`src/rtl/iseq_pkg.sv`:
```
package iseq_pkg;

  typedef enum logic [1:0] {
    SQ_IDLE  = 2'd0,
    SQ_ISSUE = 2'd1,
    SQ_WAIT  = 2'd2
  } sq_state_e;

  localparam int unsigned WORD_W    = 32;
  localparam int unsigned FIELD_W   = 11;
  localparam int unsigned PIN_W     = 4;
  localparam int unsigned VALID_POS = 31;
  localparam int unsigned START_POS = 0;
  localparam int unsigned DONE_POS  = 1;

endpackage

```
`src/rtl/iseq_slot_table.sv`:
```
module iseq_slot_table #(
  parameter int SLOTS = 12,
  parameter int IDX_W = 4,
  parameter int CMD_W = 10,
  parameter int PAR_W = 32
) (
  input  logic             clk,
  input  logic             rst_n,
  input  logic             wr_go,
  input  logic [IDX_W-1:0] wr_idx,
  input  logic             wr_word,
  input  logic [PAR_W-1:0] wr_data,
  input  logic [IDX_W-1:0] rd_idx,
  output logic [CMD_W-1:0] rd_cmd,
  output logic [PAR_W-1:0] rd_par
);

  logic [CMD_W-1:0] cmd_q [SLOTS];
  logic [PAR_W-1:0] par_q [SLOTS];

  for (genvar s = 0; s < SLOTS; s++) begin : g_slot
    always_ff @(posedge clk or negedge rst_n) begin
      if (!rst_n) begin
        cmd_q[s] <= '0;
        par_q[s] <= '0;
      end else if (wr_go && wr_idx == IDX_W'(s)) begin
        if (wr_word) par_q[s] <= wr_data;
        else         cmd_q[s] <= wr_data[CMD_W-1:0];
      end
    end
  end

  assign rd_cmd = cmd_q[rd_idx];
  assign rd_par = par_q[rd_idx];

endmodule

```
`src/rtl/iseq_ctrl_regs.sv`:
```
module iseq_ctrl_regs #(
  parameter int SLOTS = 12,
  parameter int IDX_W = 4
) (
  input  logic             clk,
  input  logic             rst_n,
  input  logic             issue_we,
  input  logic [IDX_W-1:0] issue_cnt_in,
  input  logic             issue_valid_in,
  input  logic             mem_we,
  input  logic             mem_start_in,
  input  logic             mem_done_in,
  input  logic             seq_busy,
  input  logic             seq_done,
  output logic             cmd_valid,
  output logic             init_done,
  output logic             launch,
  output logic [IDX_W-1:0] last_idx
);

  logic [IDX_W-1:0] count_q;

  // Highest slot index a run may reach, whatever the programmed count.
  function automatic logic [IDX_W-1:0] clamp_last(input logic [IDX_W-1:0] c);
    if ({1'b0, c} > (IDX_W+1)'(SLOTS - 1)) return IDX_W'(SLOTS - 1);
    return c;
  endfunction

  always_ff @(posedge clk or negedge rst_n) begin
    if (!rst_n) begin
      count_q   <= '0;
      cmd_valid <= 1'b0;
      init_done <= 1'b0;
    end else begin
      if (seq_done) begin
        cmd_valid <= 1'b0;
      end else if (issue_we && !seq_busy) begin
        count_q   <= issue_cnt_in;
        cmd_valid <= issue_valid_in;
      end
      if (mem_we) init_done <= mem_done_in;
    end
  end

  assign launch   = mem_we && mem_start_in && cmd_valid && !seq_busy;
  assign last_idx = clamp_last(count_q);

endmodule

```
`src/rtl/iseq_engine.sv`:
```
module iseq_engine
  import iseq_pkg::*;
#(
  parameter int IDX_W = 4,
  parameter int DLY_W = 21
) (
  input  logic             clk,
  input  logic             rst_n,
  input  logic             launch,
  input  logic [IDX_W-1:0] last_idx,
  input  logic [DLY_W-1:0] slot_dly,
  output logic [IDX_W-1:0] idx,
  output logic             issue_stb,
  output logic             seq_busy,
  output logic             seq_done,
  output logic             cke_q
);

  sq_state_e        state;
  logic [DLY_W-1:0] cnt_q;

  // The counter is loaded with the stored delay, so the wait phase lasts
  // stored+1 cycles and the issue-to-issue distance is stored+2.
  always_ff @(posedge clk or negedge rst_n) begin
    if (!rst_n) begin
      state <= SQ_IDLE;
      idx   <= '0;
      cnt_q <= '0;
      cke_q <= 1'b0;
    end else begin
      case (state)
        SQ_IDLE: begin
          if (launch) begin
            idx   <= '0;
            state <= SQ_ISSUE;
          end
        end
        SQ_ISSUE: begin
          cnt_q <= slot_dly;
          cke_q <= 1'b1;
          state <= SQ_WAIT;
        end
        SQ_WAIT: begin
          if (cnt_q == '0) begin
            if (idx == last_idx) begin
              state <= SQ_IDLE;
            end else begin
              idx   <= idx + 1'b1;
              state <= SQ_ISSUE;
            end
          end else begin
            cnt_q <= cnt_q - 1'b1;
          end
        end
        default: state <= SQ_IDLE;
      endcase
    end
  end

  assign issue_stb = (state == SQ_ISSUE);
  assign seq_busy  = (state != SQ_IDLE);
  assign seq_done  = (state == SQ_WAIT) && (cnt_q == '0) && (idx == last_idx);

endmodule

```
`src/rtl/init_cmd_sequencer.sv`:
```
module init_cmd_sequencer
  import iseq_pkg::*;
#(
  parameter int SLOTS  = 12,
  parameter int BA_W   = 3,
  parameter int ADDR_W = 14,
  localparam int IDX_W = $clog2(SLOTS),
  localparam int AW    = IDX_W + 2
) (
  input  logic              clk,
  input  logic              rst_n,
  input  logic              wr_en,
  input  logic [AW-1:0]     wr_addr,
  input  logic [WORD_W-1:0] wr_data,
  output logic              cke,
  output logic              cs_n,
  output logic              ras_n,
  output logic              cas_n,
  output logic              we_n,
  output logic [BA_W-1:0]   ba,
  output logic [ADDR_W-1:0] addr,
  output logic              cmd_valid,
  output logic              init_done
);

  localparam int AHI_W = ADDR_W - FIELD_W;
  localparam int CMD_W = PIN_W + BA_W + AHI_W;
  localparam int DLY_W = WORD_W - FIELD_W;

  logic             is_ctrl, word_sel, in_range, tbl_go, issue_we, mem_we;
  logic [IDX_W-1:0] sel;
  logic [IDX_W-1:0] cur_idx, last_idx;
  logic [CMD_W-1:0] rd_cmd;
  logic [WORD_W-1:0] rd_par;
  logic             launch, issue_stb, seq_busy, seq_done, cke_q;

  function automatic logic [ADDR_W-1:0] compose_addr(input logic [CMD_W-1:0] c,
                                                      input logic [WORD_W-1:0] p);
    return {c[PIN_W+BA_W +: AHI_W], p[FIELD_W-1:0]};
  endfunction

  assign is_ctrl  = wr_addr[AW-1];
  assign sel      = wr_addr[AW-2:1];
  assign word_sel = wr_addr[0];
  assign in_range = {1'b0, sel} < (IDX_W+1)'(SLOTS);
  assign tbl_go   = wr_en && !is_ctrl && in_range && !cmd_valid;
  assign issue_we = wr_en && is_ctrl && (sel == '0) && !word_sel;
  assign mem_we   = wr_en && is_ctrl && (sel == '0) && word_sel;

  iseq_slot_table #(
    .SLOTS(SLOTS), .IDX_W(IDX_W), .CMD_W(CMD_W), .PAR_W(WORD_W)
  ) u_table (
    .clk(clk), .rst_n(rst_n), .wr_go(tbl_go), .wr_idx(sel),
    .wr_word(word_sel), .wr_data(wr_data), .rd_idx(cur_idx),
    .rd_cmd(rd_cmd), .rd_par(rd_par)
  );

  iseq_ctrl_regs #(.SLOTS(SLOTS), .IDX_W(IDX_W)) u_ctrl (
    .clk(clk), .rst_n(rst_n), .issue_we(issue_we),
    .issue_cnt_in(wr_data[IDX_W-1:0]), .issue_valid_in(wr_data[VALID_POS]),
    .mem_we(mem_we), .mem_start_in(wr_data[START_POS]),
    .mem_done_in(wr_data[DONE_POS]), .seq_busy(seq_busy), .seq_done(seq_done),
    .cmd_valid(cmd_valid), .init_done(init_done), .launch(launch),
    .last_idx(last_idx)
  );

  iseq_engine #(.IDX_W(IDX_W), .DLY_W(DLY_W)) u_engine (
    .clk(clk), .rst_n(rst_n), .launch(launch), .last_idx(last_idx),
    .slot_dly(rd_par[WORD_W-1:FIELD_W]), .idx(cur_idx),
    .issue_stb(issue_stb), .seq_busy(seq_busy), .seq_done(seq_done),
    .cke_q(cke_q)
  );

  assign {cs_n, ras_n, cas_n, we_n} = issue_stb ? rd_cmd[PIN_W-1:0] : {PIN_W{1'b1}};
  assign ba   = issue_stb ? rd_cmd[PIN_W +: BA_W] : '0;
  assign addr = issue_stb ? compose_addr(rd_cmd, rd_par) : '0;
  assign cke  = cke_q || issue_stb;

endmodule

```
`config.mk`:
```
export PLATFORM = sky130hd
export DESIGN_NAME = init_cmd_sequencer
export DESIGN_NICKNAME = d
export VERILOG_FILES = /design/src/rtl/iseq_pkg.sv /design/src/rtl/iseq_slot_table.sv /design/src/rtl/iseq_ctrl_regs.sv /design/src/rtl/iseq_engine.sv /design/src/rtl/init_cmd_sequencer.sv
export SDC_FILE = /design/constraint.sdc
export NUM_CORES = 1
export LEC_CHECK = 0
export ABC_CLOCK_PERIOD_IN_PS = 2100
export BUFFER_PORTS_ARGS = -buffer_cell sky130_fd_sc_hd__buf_2
export CORE_ASPECT_RATIO = 1.1
export CORE_UTILIZATION = 30
export CTS_BUF_LIST = sky130_fd_sc_hd__clkbuf_4 sky130_fd_sc_hd__clkbuf_8
export DETAILED_ROUTE_END_ITERATION = 7
export GPL_ROUTABILITY_DRIVEN = 0
export PLACE_DENSITY = 0.45
export RECOVER_POWER = 100
export SETUP_SLACK_MARGIN = 0.1
export SYNTH_ARGS = -nofsm -noshare
export SYNTH_HDL_FRONTEND = slang
export SYNTH_SLANG_ARGS = --single-unit
```
`constraint.sdc`:
```
create_clock -name clk -period 2.1 [get_ports clk]
set_input_delay 0.21 -clock clk [delete_from_list [all_inputs] [get_ports clk]]
set_output_delay 0.21 -clock clk [all_outputs]
set_load 0.02 [all_outputs]
```
==> results_dict.tcl, run 1 <==
set metrics [dict create \
    status "finished with violations" \
    failed_checks "setup timing" \
    grt_max_degree 63 \
    grtUsageTotal_pct 17.1 \
    tns_ns -18.52 \
    clk_pin_slew_ns 0.06 \
    mappedNetlistArea_um2 24800 \
    numClockSinks 538 \
    cts_tree "yes" \
    rsz0062_at_grt "yes" \
    power.density_nw_per_um2 885 \
    antenna_found_initial 6 \
    synth_flop_cell "dfrtp_1" \
    drt_first_pass_iters 5 \
    worst-path-stages 8 \
    end_kind "output pin" \
    cp_max_fo 8 \
    syn_inst 1673 \
    utilization_pct 37.5 \
    synth_warnings 0 \
    r2r-end "u_engine.cnt_q[5]$_DFFE_PN0P_" \
    peakVddDrop_uv 504 \
    p_leak_nw 13.9 \
    port_buffers 64 \
    dp_cells 2824 \
    synth_area_leader_cell "dfrtp_1" \
    drive_above_1_share_pct 56.9 \
    critPathKind "reg2out" \
    worstHoldStart "wr_data[7]" \
    cp_data_required_time_ns 1.89 \
    gr-total-overflow 0 \
    area_growth_pct 23.7 \
    yosys_register_bits 538 \
    synth_edf_count 0 \
    stdcell_count 3063 \
    slew_headroom_pct 7.55 \
    endpoint "addr[3]" \
    wl_um 70700 \
    max_freq_ghz 0.351 \
    syn_area_per_cell_um2 14.8 \
    ios 65 \
    fin_nets 1967 \
    drt-wirelength-per-cell_um 23.1 \
    numCtsBuffers 99 \
    p_total_mw 27.1 \
    crit_chain "buf_12 > buf_6 > mux4_2 > mux2i_4 > nor2_1 > a21oi_2 > nor2_1 > buf_4" \
    drv_cap 0 \
    path_delay_family "multiplexers" \
    synthDistinctLibCells 63 \
    grt_pass1_vias 16886 \
    cp_slowest_stage_delay_ns 0.52 \
    synth_sequential_area_ratio_pct 54.3 \
    place_ws_ns -0.390 \
    finClkSkew_ns 0.0199 \
    fin_ws_ns -0.750 \
    dp.final_hpwl_um 44200 \
    critPathLaunchType "flop" \
    h-tree-depth 3 \
    drt_iter0_markers 735 \
    syn_nets 1717 \
    setup.worst_path.start "u_engine.idx[0]$_DFFE_PN0P_" \
    async_flop_share_pct 100 \
    slew_viol_final 0 \
    crit_buf_inv 3 \
    die_y_um 304 \
    min_period_ns 2.85 \
    yosysTopAreaCellShare_pct 54.3 \
    fin_crit_sh_pct 136 \
    core_um2 81900 \
    yosysMostFrequentCell "dfrtp_1" \
    hold_path_class "in2reg" \
    synthTopCellsByArea "dfrtp_1, mux2_2, mux4_2, mux2i_1, clkbuf_1" \
    cp.arrival_ns 2.64 \
    synthTopCellsByCount "dfrtp_1, mux2_2, mux4_2" \
    viasPerCell 5.06 \
    cpMostUsedCell "nor2_1" \
    grt_pass1_wl_um 109000 \
    cp_slowest_cell "mux4_2" \
    ant_nets 0 \
    hold_violations 0 \
    clk_latency_ns 0.68 \
    r2r_slack_ns -0.21 \
    max_slew.worst_pin.slew_ns 1.39 \
    dieArea_um2 83900 \
    vias 15484 \
    die_x_um 276 \
    start_util_pct 30.3 \
    row_count 110 \
    r2r_cells 7 \
    cts_buffer_depth 3 \
    rr_startpoint "u_engine.idx[0]$_DFFE_PN0P_" \
    final-setup-viol-count 87 \
    root_buffer "clkbuf_8" \
    drc 0 \
]
[sequential cells by signal, summed over array words and instances (netlist names)]
name and count:
u_engine.state 2, u_ctrl.count_q 4, u_ctrl.init_done 1, u_engine.cke_q 1, u_engine.cnt_q 21, u_ctrl.cmd_valid 1, u_table.cmd_q 120, u_engine.idx 4
u_table.par_q 384
[cell type report]
class / count / area, um2
timing repair buffer: 287 / 2710
clock buffer: 161 / 1970
inverter: 12 / 45.0
fill: 7773 / 51200
sequential: 538 / 13500
antenna: 3 / 7.51
tap: 1064 / 1330
clock inverter: 13 / 105
multi-input combinational: 985 / 11000
[stage by stage]
step	area (um2)	hold WS (ns)
final	30700	0.120
after global routing	30700	0.124
after CTS	30700	0.0104
after detailed placement	27800	0.181
after global placement	27800	0.190
after floorplan	24900	-0.0856
[what timing repair did]
item / 4_1_cts / 5_1_grt
endpoints found under the setup margin: 50 / 117
hold endpoints to repair: 720 / 0
pin swaps: 5 / 8
setup buffers: 18 / 13
hold buffers: 26 / 0
cloned: 3 / 2
resized for setup: 85 / 39
[logic make-up (layout without fill, tap and decap cells)]
kind of cell / Yosys count / in the layout / synth area share, %
compound gates: 118 / 118 / 3.07
xor+xnor: 6 / 6 / 0.212
fa+ha+maj: 3 / 3 / 0.151
buf+inv: 150 / 473 / 2.46
flops: 538 / 538 / 54.3
mux: 680 / 680 / 36.2
other cells: 0 / 3 / 0
simple gates: 178 / 178 / 3.63
[per-layer routing]
| layer | track usage [%] | wire length (um) | up-vias |
|---|---|---|---|
| li1 | - | - | 6759 |
| met1 | 22.8 | 31800 | 8341 |
| met2 | 28.6 | 35000 | 282 |
| met3 | 2.74 | 2610 | 98 |
| met4 | 4.69 | 1290 | 4 |
| met5 | 0 | 27 | - |
[how the worst min path moves through the flow]
stage                                          end  slack (ns)  depth (start not counted)
floorplan             u_ctrl.cmd_valid$_DFFE_PN0P_       -0.09                          0
global placement    u_table.par_q[351]$_DFFE_PN0P_        0.19                          1
detailed placement   u_table.par_q[63]$_DFFE_PN0P_        0.18                          1
CTS                  u_engine.state[0]$_DFFE_PN0P_        0.01                          4
global route         u_table.cmd_q[38]$_DFFE_PN0P_        0.12                          2
finish              u_table.par_q[103]$_DFFE_PN0P_        0.12                          2
[power breakdown]
group	switching, mW	total [mW]	internal (mW)
combinational	1.81	4.09	2.28
clock	4.45	10.5	6.00
sequential	0.782	12.6	11.8
total	7.04	27.1	20.1
[placed cells by master (no fill, tap or decap), drive strengths merged, types with 5 or more instances in the layout]
master | synthesis | layout
or4 | 5 | 5
a211oi | 8 | 8
clkinv | 0 | 7
a21oi | 43 | 43
dfrtp | 538 | 538
inv | 12 | 14
buf | 71 | 214
mux4 | 123 | 123
or3 | 7 | 7
mux2 | 513 | 513
dlygate4sd3 | 0 | 26
nand2b | 7 | 7
clkbuf | 67 | 206
nand2 | 48 | 48
o21ai | 22 | 22
nor4 | 9 | 9
mux2i | 44 | 44
o311ai | 5 | 5
nand3 | 13 | 13
nor3 | 14 | 14
nor2 | 52 | 52
nor2b | 8 | 8
o22ai | 5 | 5
No activity file was read; power rests on OpenSTA's default activity.
==> run 2: changes to the inputs <==
--- a/config.mk
+++ b/config.mk
@@ -7,11 +7,11 @@
 export LEC_CHECK = 0
 export ABC_CLOCK_PERIOD_IN_PS = 2100
 export BUFFER_PORTS_ARGS = -buffer_cell sky130_fd_sc_hd__buf_2
-export CORE_ASPECT_RATIO = 1.1
 export CORE_UTILIZATION = 30
 export CTS_BUF_LIST = sky130_fd_sc_hd__clkbuf_4 sky130_fd_sc_hd__clkbuf_8
 export DETAILED_ROUTE_END_ITERATION = 7
 export GPL_ROUTABILITY_DRIVEN = 0
+export MAX_ROUTING_LAYER = met4
 export PLACE_DENSITY = 0.45
 export RECOVER_POWER = 100
 export SETUP_SLACK_MARGIN = 0.1
==> run 2 against run 1 <==
  * The run ends with capacitance limit, slew limit, setup timing left
  * Core utilization grew 0.48 points
  * Sequential power is essentially flat
  * Worst hold slack lost 0.035 ns
  * Fmax shrank 1.5%
  * Combinational power grew 1%
  * Sequential share of layout area shrank 0.61 points
==> results_dict.tcl, run 2 (synthesis results as in run 1) <==
set metrics [dict create \
    drc 0 \
    dp_cells 2848 \
    crit_chain "buf_12 > mux4_2 > mux2i_1 > nor2_1 > a21oi_2 > nor2_1 > buf_2" \
    max_freq_ghz 0.346 \
    fillCellCount 7741 \
    gr-total-overflow 0 \
    crit_buf_inv 2 \
    drive_above_1_share_pct 58.4 \
    layout_common_cells "dfrtp_1, mux2_2, clkbuf_8, mux4_2, buf_4" \
    design_area_um2 31100 \
    worstHoldStart "wr_data[8]" \
    rsz0062_at_grt "yes" \
    hold_violations 0 \
    end_kind "output pin" \
    final-setup-viol-count 41 \
    drt_iter0_markers 651 \
    p_total_mw 27.6 \
    post_dp_cell_area_um2 27900 \
    cts_buffer_depth 3 \
    power.density_nw_per_um2 887 \
    critPathLaunchType "flop" \
    drt-wirelength-per-cell_um 23.5 \
    grtUsageTotal_pct 18.3 \
    area_growth_pct 25.4 \
    clk_pin_slew_ns 0.07 \
    failed_checks "capacitance limit, slew limit, setup timing" \
    die_y_um 290 \
    cts_tree "yes" \
    fin_crit_sh_pct 138 \
    slew_viol_final 51 \
    worst_hold_path.num_cells 2 \
    vias 15542 \
    cp_data_required_time_ns 1.89 \
    cpMostUsedCell "nor2_1" \
    r2r_slack_ns -0.18 \
    max_slew.worst_pin.slew_ns 1.59 \
    holdPathEnd "u_table.cmd_q[78]$_DFFE_PN0P_" \
    cp.arrival_ns 2.68 \
    ant_nets 0 \
    clk_latency_ns 0.72 \
    peakVddDrop_uv 447 \
    fin_ws_ns -0.794 \
    drv_cap 1 \
    regMostFlops "u_table.par_q" \
    status "finished with violations" \
    r2r-end "u_engine.cnt_q[17]$_DFFE_PN0P_" \
    viasPerCell 5.03 \
    die_x_um 290 \
    rr_startpoint "u_engine.idx[0]$_DFFE_PN0P_" \
    layout_commonest_cell "dfrtp_1" \
    stdcell_count 3091 \
    cp_slowest_cell "mux4_2" \
    largest_reg_flops 384 \
    core_um2 82000 \
    dp.final_hpwl_um 45300 \
    grt_max_degree 78 \
    hold_path_class "in2reg" \
    dieArea_um2 83900 \
    numCtsBuffers 99 \
    wl_um 72600 \
    fin_nets 1981 \
    numClockSinks 538 \
    critPathKind "reg2out" \
    grt_pass1_vias 17149 \
    drt_first_pass_iters 4 \
    cp_slowest_stage_delay_ns 0.50 \
    path_delay_family "multiplexers" \
    finClkSkew_ns 0.0371 \
    slew_headroom_pct -5.79 \
    worst_hold_slack_ns 0.0849 \
    min_period_ns 2.89 \
    root_buffer "clkbuf_8" \
    start_util_pct 30.3 \
    r2r_cells 10 \
    largest_registers "u_table.par_q: 384 flops, u_table.cmd_q: 120 flops, u_engine.cnt_q: 21 flops" \
    grt_pass1_wl_um 111000 \
    row_count 105 \
    cp_max_fo 8 \
    ios 65 \
    antenna_found_initial 11 \
    p_leak_nw 14.1 \
    h-tree-depth 3 \
    port_buffers 64 \
]
-- run 2: cell types whose count changed in the layout (fill, tap and decap cells not counted), sizes merged --
| cell | delta |
|---|---|
| clkinv | +1 |
| clkinvlp | -1 |
| bufinv | +1 |
| buf | +24 |
| inv | +1 |
| diode | +7 |
| dlygate4sd3 | -2 |
| bufbuf | -1 |
| clkdlybuf4s25 | +1 |
| clkbuf | -9 |
-- run 2: how the worst max path moves through the flow --
| stage | startpoint | end | slack, ns | depth (start not counted) |
|---|---|---|---|---|
| floorplan | u_engine.cnt_q[9]$_DFFE_PN0P_ | u_engine.idx[3]$_DFFE_PN0P_ | 0.11 | 6 |
| finish | u_engine.idx[0]$_DFFE_PN0P_ | addr[7] | -0.79 | 7 |
| detailed placement | u_engine.idx[0]$_DFFE_PN0P_ | addr[7] | -0.26 | 7 |
| global placement | u_engine.idx[0]$_DFFE_PN0P_ | addr[7] | -0.25 | 7 |
| CTS | u_engine.idx[0]$_DFFE_PN0P_ | addr[7] | -0.90 | 7 |
| global route | u_engine.idx[0]$_DFFE_PN0P_ | ba[2] | -0.93 | 8 |
-- run 2: what timing repair did --
action | 4_1_cts | 5_1_grt
buffers inserted | 18 | 14
hold buffers | 24 | 0
pin swaps | 9 | 13
hold endpoints to repair | 768 | 0
setup endpoints to repair | 108 | 197
resized for setup | 91 | 91
cloned | 4 | 1
-- run 2: per-stage QoR --
stage                     utilization, %  worst slack (ns)  setup TNS, ns
after floorplan                        -             0.105              0
after CTS                           37.7            -0.901         -20.26
after global routing                38.0            -0.929         -61.97
after global placement              34.0            -0.247          -2.57
after detailed placement            34.0            -0.261          -2.97
final                               38.0            -0.794         -17.49
-- run 2: worst register-to-register path, cell delays in order, from the launching register on --
cell and delay [ns]:
dfrtp_4 0.54, buf_12 0.17, buf_8 0.14, buf_12 0.15, buf_6 0.12, buf_6 0.12
mux4_2 0.42, mux2i_1 0.14, nor2_1 0.07, a211oi_2 0.20, a311oi_1 0.08
-- run 2: layout make-up --
cell class	instances	area, um2	area share (%)
flip-flops and latches	538	13500	43.3
multi-input cells	985	11100	35.8
repair buffers	301	2940	9.45
clock buffers	160	2000	6.43
well taps	1070	1340	4.30
clock inverters	15	160	0.515
inverters	12	45.0	0.145
diodes	10	25.0	0.0804
-- run 2: power breakdown --
part / total (mW) / internal [mW] / switching (mW)
clock: 10.9 / 6.26 / 4.60
sequential: 12.6 / 11.8 / 0.784
combinational: 4.13 / 2.28 / 1.85
-- run 2: metal layers --
metal	vias to the layer above	global-route usage (%)	share of wire, %
li1	6801	-	-
met1	8356	24.2	47
met2	277	28.4	47
met3	108	4.21	4.6
met4	0	4.69	1.8
met5	-	-	0
==> run 3: changes to the inputs <==
--- a/config.mk
+++ b/config.mk
@@ -7,12 +7,14 @@
 export LEC_CHECK = 0
 export ABC_CLOCK_PERIOD_IN_PS = 2100
 export BUFFER_PORTS_ARGS = -buffer_cell sky130_fd_sc_hd__buf_2
+export CELL_PAD_IN_SITES_DETAIL_PLACEMENT = 0
+export CELL_PAD_IN_SITES_GLOBAL_PLACEMENT = 1
 export CORE_UTILIZATION = 30
 export CTS_BUF_LIST = sky130_fd_sc_hd__clkbuf_4 sky130_fd_sc_hd__clkbuf_8
 export DETAILED_ROUTE_END_ITERATION = 7
 export GPL_ROUTABILITY_DRIVEN = 0
 export MAX_ROUTING_LAYER = met4
-export PLACE_DENSITY = 0.45
+export PLACE_DENSITY = 0.51
 export RECOVER_POWER = 100
 export SETUP_SLACK_MARGIN = 0.1
 export SYNTH_ARGS = -nofsm -noshare
==> run 3 against run 2 <==
  * The flow still finishes with violations (capacitance limit, slew limit, setup timing)
  * Global-route usage decreased by 0.22 points
  * Final area up 0.12%
  * Combinational power increased by 2%
  * Power is 1.1% lower
  * Sequential share of layout area is essentially flat
  * Register-to-register slack worse by 0.21 ns
  * First-iteration DRC count rose by 3.7%
  * Core utilization is essentially flat
  * Sequential power hardly changed
  * Clock skew is 0.016 ns lower
  * Wire length decreased by 0.89%
  * Largest cell class unchanged
==> results_dict.tcl, run 3 (synthesis results as in run 1) <==
set metrics [dict create \
    status "finished with violations" \
    failed_checks "capacitance limit, slew limit, setup timing" \
    drv_cap 1 \
    drc 0 \
    swShare_pct 26.2 \
    cts_tree "yes" \
    drt-wirelength-per-cell_um 23.2 \
    start_util_pct 30.3 \
    wl_met2_um 34300 \
    cp_slowest_stage_delay_ns 0.52 \
    routedLengthMet1_um 34200 \
    grt_max_degree 66 \
    clk_latency_ns 0.69 \
    cp_max_fo 6 \
    drt_iter0_markers 675 \
    finClkSkew_ns 0.0216 \
    root_buffer "clkbuf_8" \
    drive_above_1_share_pct 59.1 \
    critPathLaunchType "flop" \
    wl_um 71900 \
    cp_data_required_time_ns 1.89 \
    drt_first_pass_iters 5 \
    final-setup-viol-count 47 \
    grtUsageTotal_pct 18.1 \
    slew_viol_final 53 \
    port_buffers 64 \
    peakVddDrop_uv 425 \
    core_um2 82000 \
    crit_chain "buf_6 > buf_12 > buf_4 > mux4_2 > mux2i_1 > nor2_1 > a21oi_2 > nor2_2 > buf_6" \
    gr-total-overflow 0 \
    tns_ns -20.58 \
    fin_crit_sh_pct 136 \
    utilization_pct 38.0 \
    numClockSinks 538 \
    die_x_um 290 \
    clockPowerShare_pct 38.4 \
    ant_nets 0 \
    cp.arrival_ns 2.64 \
    ios 65 \
    max_slew.worst_pin.slew_ns 1.72 \
    max_freq_ghz 0.351 \
    fin_ws_ns -0.746 \
    area_growth_pct 25.6 \
    cts_buffer_depth 3 \
    path_delay_family "multiplexers" \
    numCtsBuffers 96 \
    slew_headroom_pct -14.4 \
    fillCellCount 7894 \
    rsz0062_at_grt "yes" \
    switching_power_mw 7.17 \
    dieArea_um2 83900 \
    vias 15471 \
    cp_slowest_cell "dfrtp_4" \
    comb_power_share_pct 15.5 \
    critPathKind "reg2out" \
    wl_met3_um 2120 \
    h-tree-depth 3 \
    largest_reg_flops 384 \
    p_int_mw 20.1 \
    row_count 105 \
    grt_pass1_vias 16951 \
    crit_buf_inv 4 \
    die_y_um 290 \
    power.density_nw_per_um2 876 \
    antenna_found_initial 4 \
    hold_path_class "in2reg" \
    layout_commonest_cell "dfrtp_1" \
    top_layer "met4" \
    p_leak_nw 14.1 \
    clk_pin_slew_ns 0.06 \
    cpMostUsedCell "buf_6" \
    fin_nets 1995 \
    place_ws_ns -0.389 \
    viasPerCell 5.00 \
    regMostFlops "u_table.par_q" \
    grt_pass1_wl_um 110000 \
    power_frac_seq_pct 46.2 \
    min_period_ns 2.85 \
    dp.final_hpwl_um 43800 \
    layout_common_cells "dfrtp_1, mux2_2, mux4_2, clkbuf_8, buf_4" \
    end_kind "output pin" \
    largest_registers "u_table.par_q: 384 flops, u_table.cmd_q: 120 flops, u_engine.cnt_q: 21 flops" \
    hold_violations 0 \
]
[run 3: cell types whose count changed in the layout (fill, tap and decap cells not counted), sizes merged, moves of 2 or more]
cell and delta:
buf -10, clkbuf +17, clkinv +2, diode -6
[run 3: repair_timing]
| item | CTS | global route |
|---|---|---|
| gates cloned | 9 | 1 |
| gates resized for setup | 123 | 91 |
| endpoints found under the setup margin | 46 | 137 |
| hold endpoints to repair | 764 | 0 |
| setup buffers | 29 | 16 |
| hold buffers | 25 | 0 |
| pin swaps | 26 | 35 |
[run 3: worst reg2reg max path, stage by stage (launching register included)]
cell      delay, ns
dfrtp_4        0.56
buf_6          0.16
clkbuf_1       0.10
buf_6          0.11
buf_8          0.12
xor2_1         0.16
or4_4          0.45
a211oi_4       0.31
a21oi_2        0.10
mux2_2         0.30
[run 3: stage by stage]
step / total power, mW / std cells / area [um2] / hold slack, ns
floorplan: 15.1 / 1673 / 24900 / -0.0856
global placement: 16.6 / 2847 / 27700 / 0.215
detailed placement: 16.7 / 2847 / 27700 / 0.220
CTS: 27.6 / 3077 / 30900 / 0.00440
global route: 28.7 / 3095 / 31200 / 0.0496
finish: 27.3 / 3095 / 31200 / 0.0703
[run 3: power groups by stage]
stage | Clock (mW) | Sequential [mW] | Combinational (mW)
6_report | 10.5 | 12.6 | 4.23
5_1_grt | 11.3 | 12.8 | 4.65
4_1_cts | 10.9 | 12.6 | 4.13
3_5_place_dp | 0 | 12.8 | 3.92
3_3_place_gp | 0 | 12.7 | 3.83
2_1_floorplan | 0 | 12.5 | 2.58
[run 3: path summary, 6_finish.rpt]
path                                             start                             end  slack (ns)  cells past startpoint
hold / removal                              wr_addr[0]   u_engine.state[0]$_DFFE_PN0P_        0.07                      4
max in group asynchronous                        rst_n  u_table.par_q[112]$_DFFE_PN0P_        0.08                      3
setup / recovery           u_engine.idx[0]$_DFFE_PN0P_                         addr[2]       -0.75                      9
hold reg to reg             u_engine.cke_q$_DFFE_PN0P_      u_engine.cke_q$_DFFE_PN0P_        0.48                      1
min in group asynchronous                        rst_n  u_table.par_q[216]$_DFFE_PN0P_        0.53                      2
setup reg to reg           u_engine.idx[1]$_DFFE_PN0P_     u_engine.idx[0]$_DFFE_PN0P_       -0.39                      9
[run 3: layer usage]
metal | vias up | track usage (%)
met1 | 8329 | 24.5
met2 | 225 | 28.3
met4 | 0 | 4.46
li1 | 6815 | -
met5 | - | -
met3 | 102 | 3.05
[run 3: layout make-up]
type	instances	area, um2	share of cell area, %
multi-input cells	985	11300	36.2
diodes	4	10.0	0.0321
clock inverters	18	185	0.594
inverters	12	45.0	0.145
well taps	1070	1340	4.30
clock buffers	150	1860	5.96
flip-flops and latches	538	13500	43.3
repair buffers	318	2960	9.51
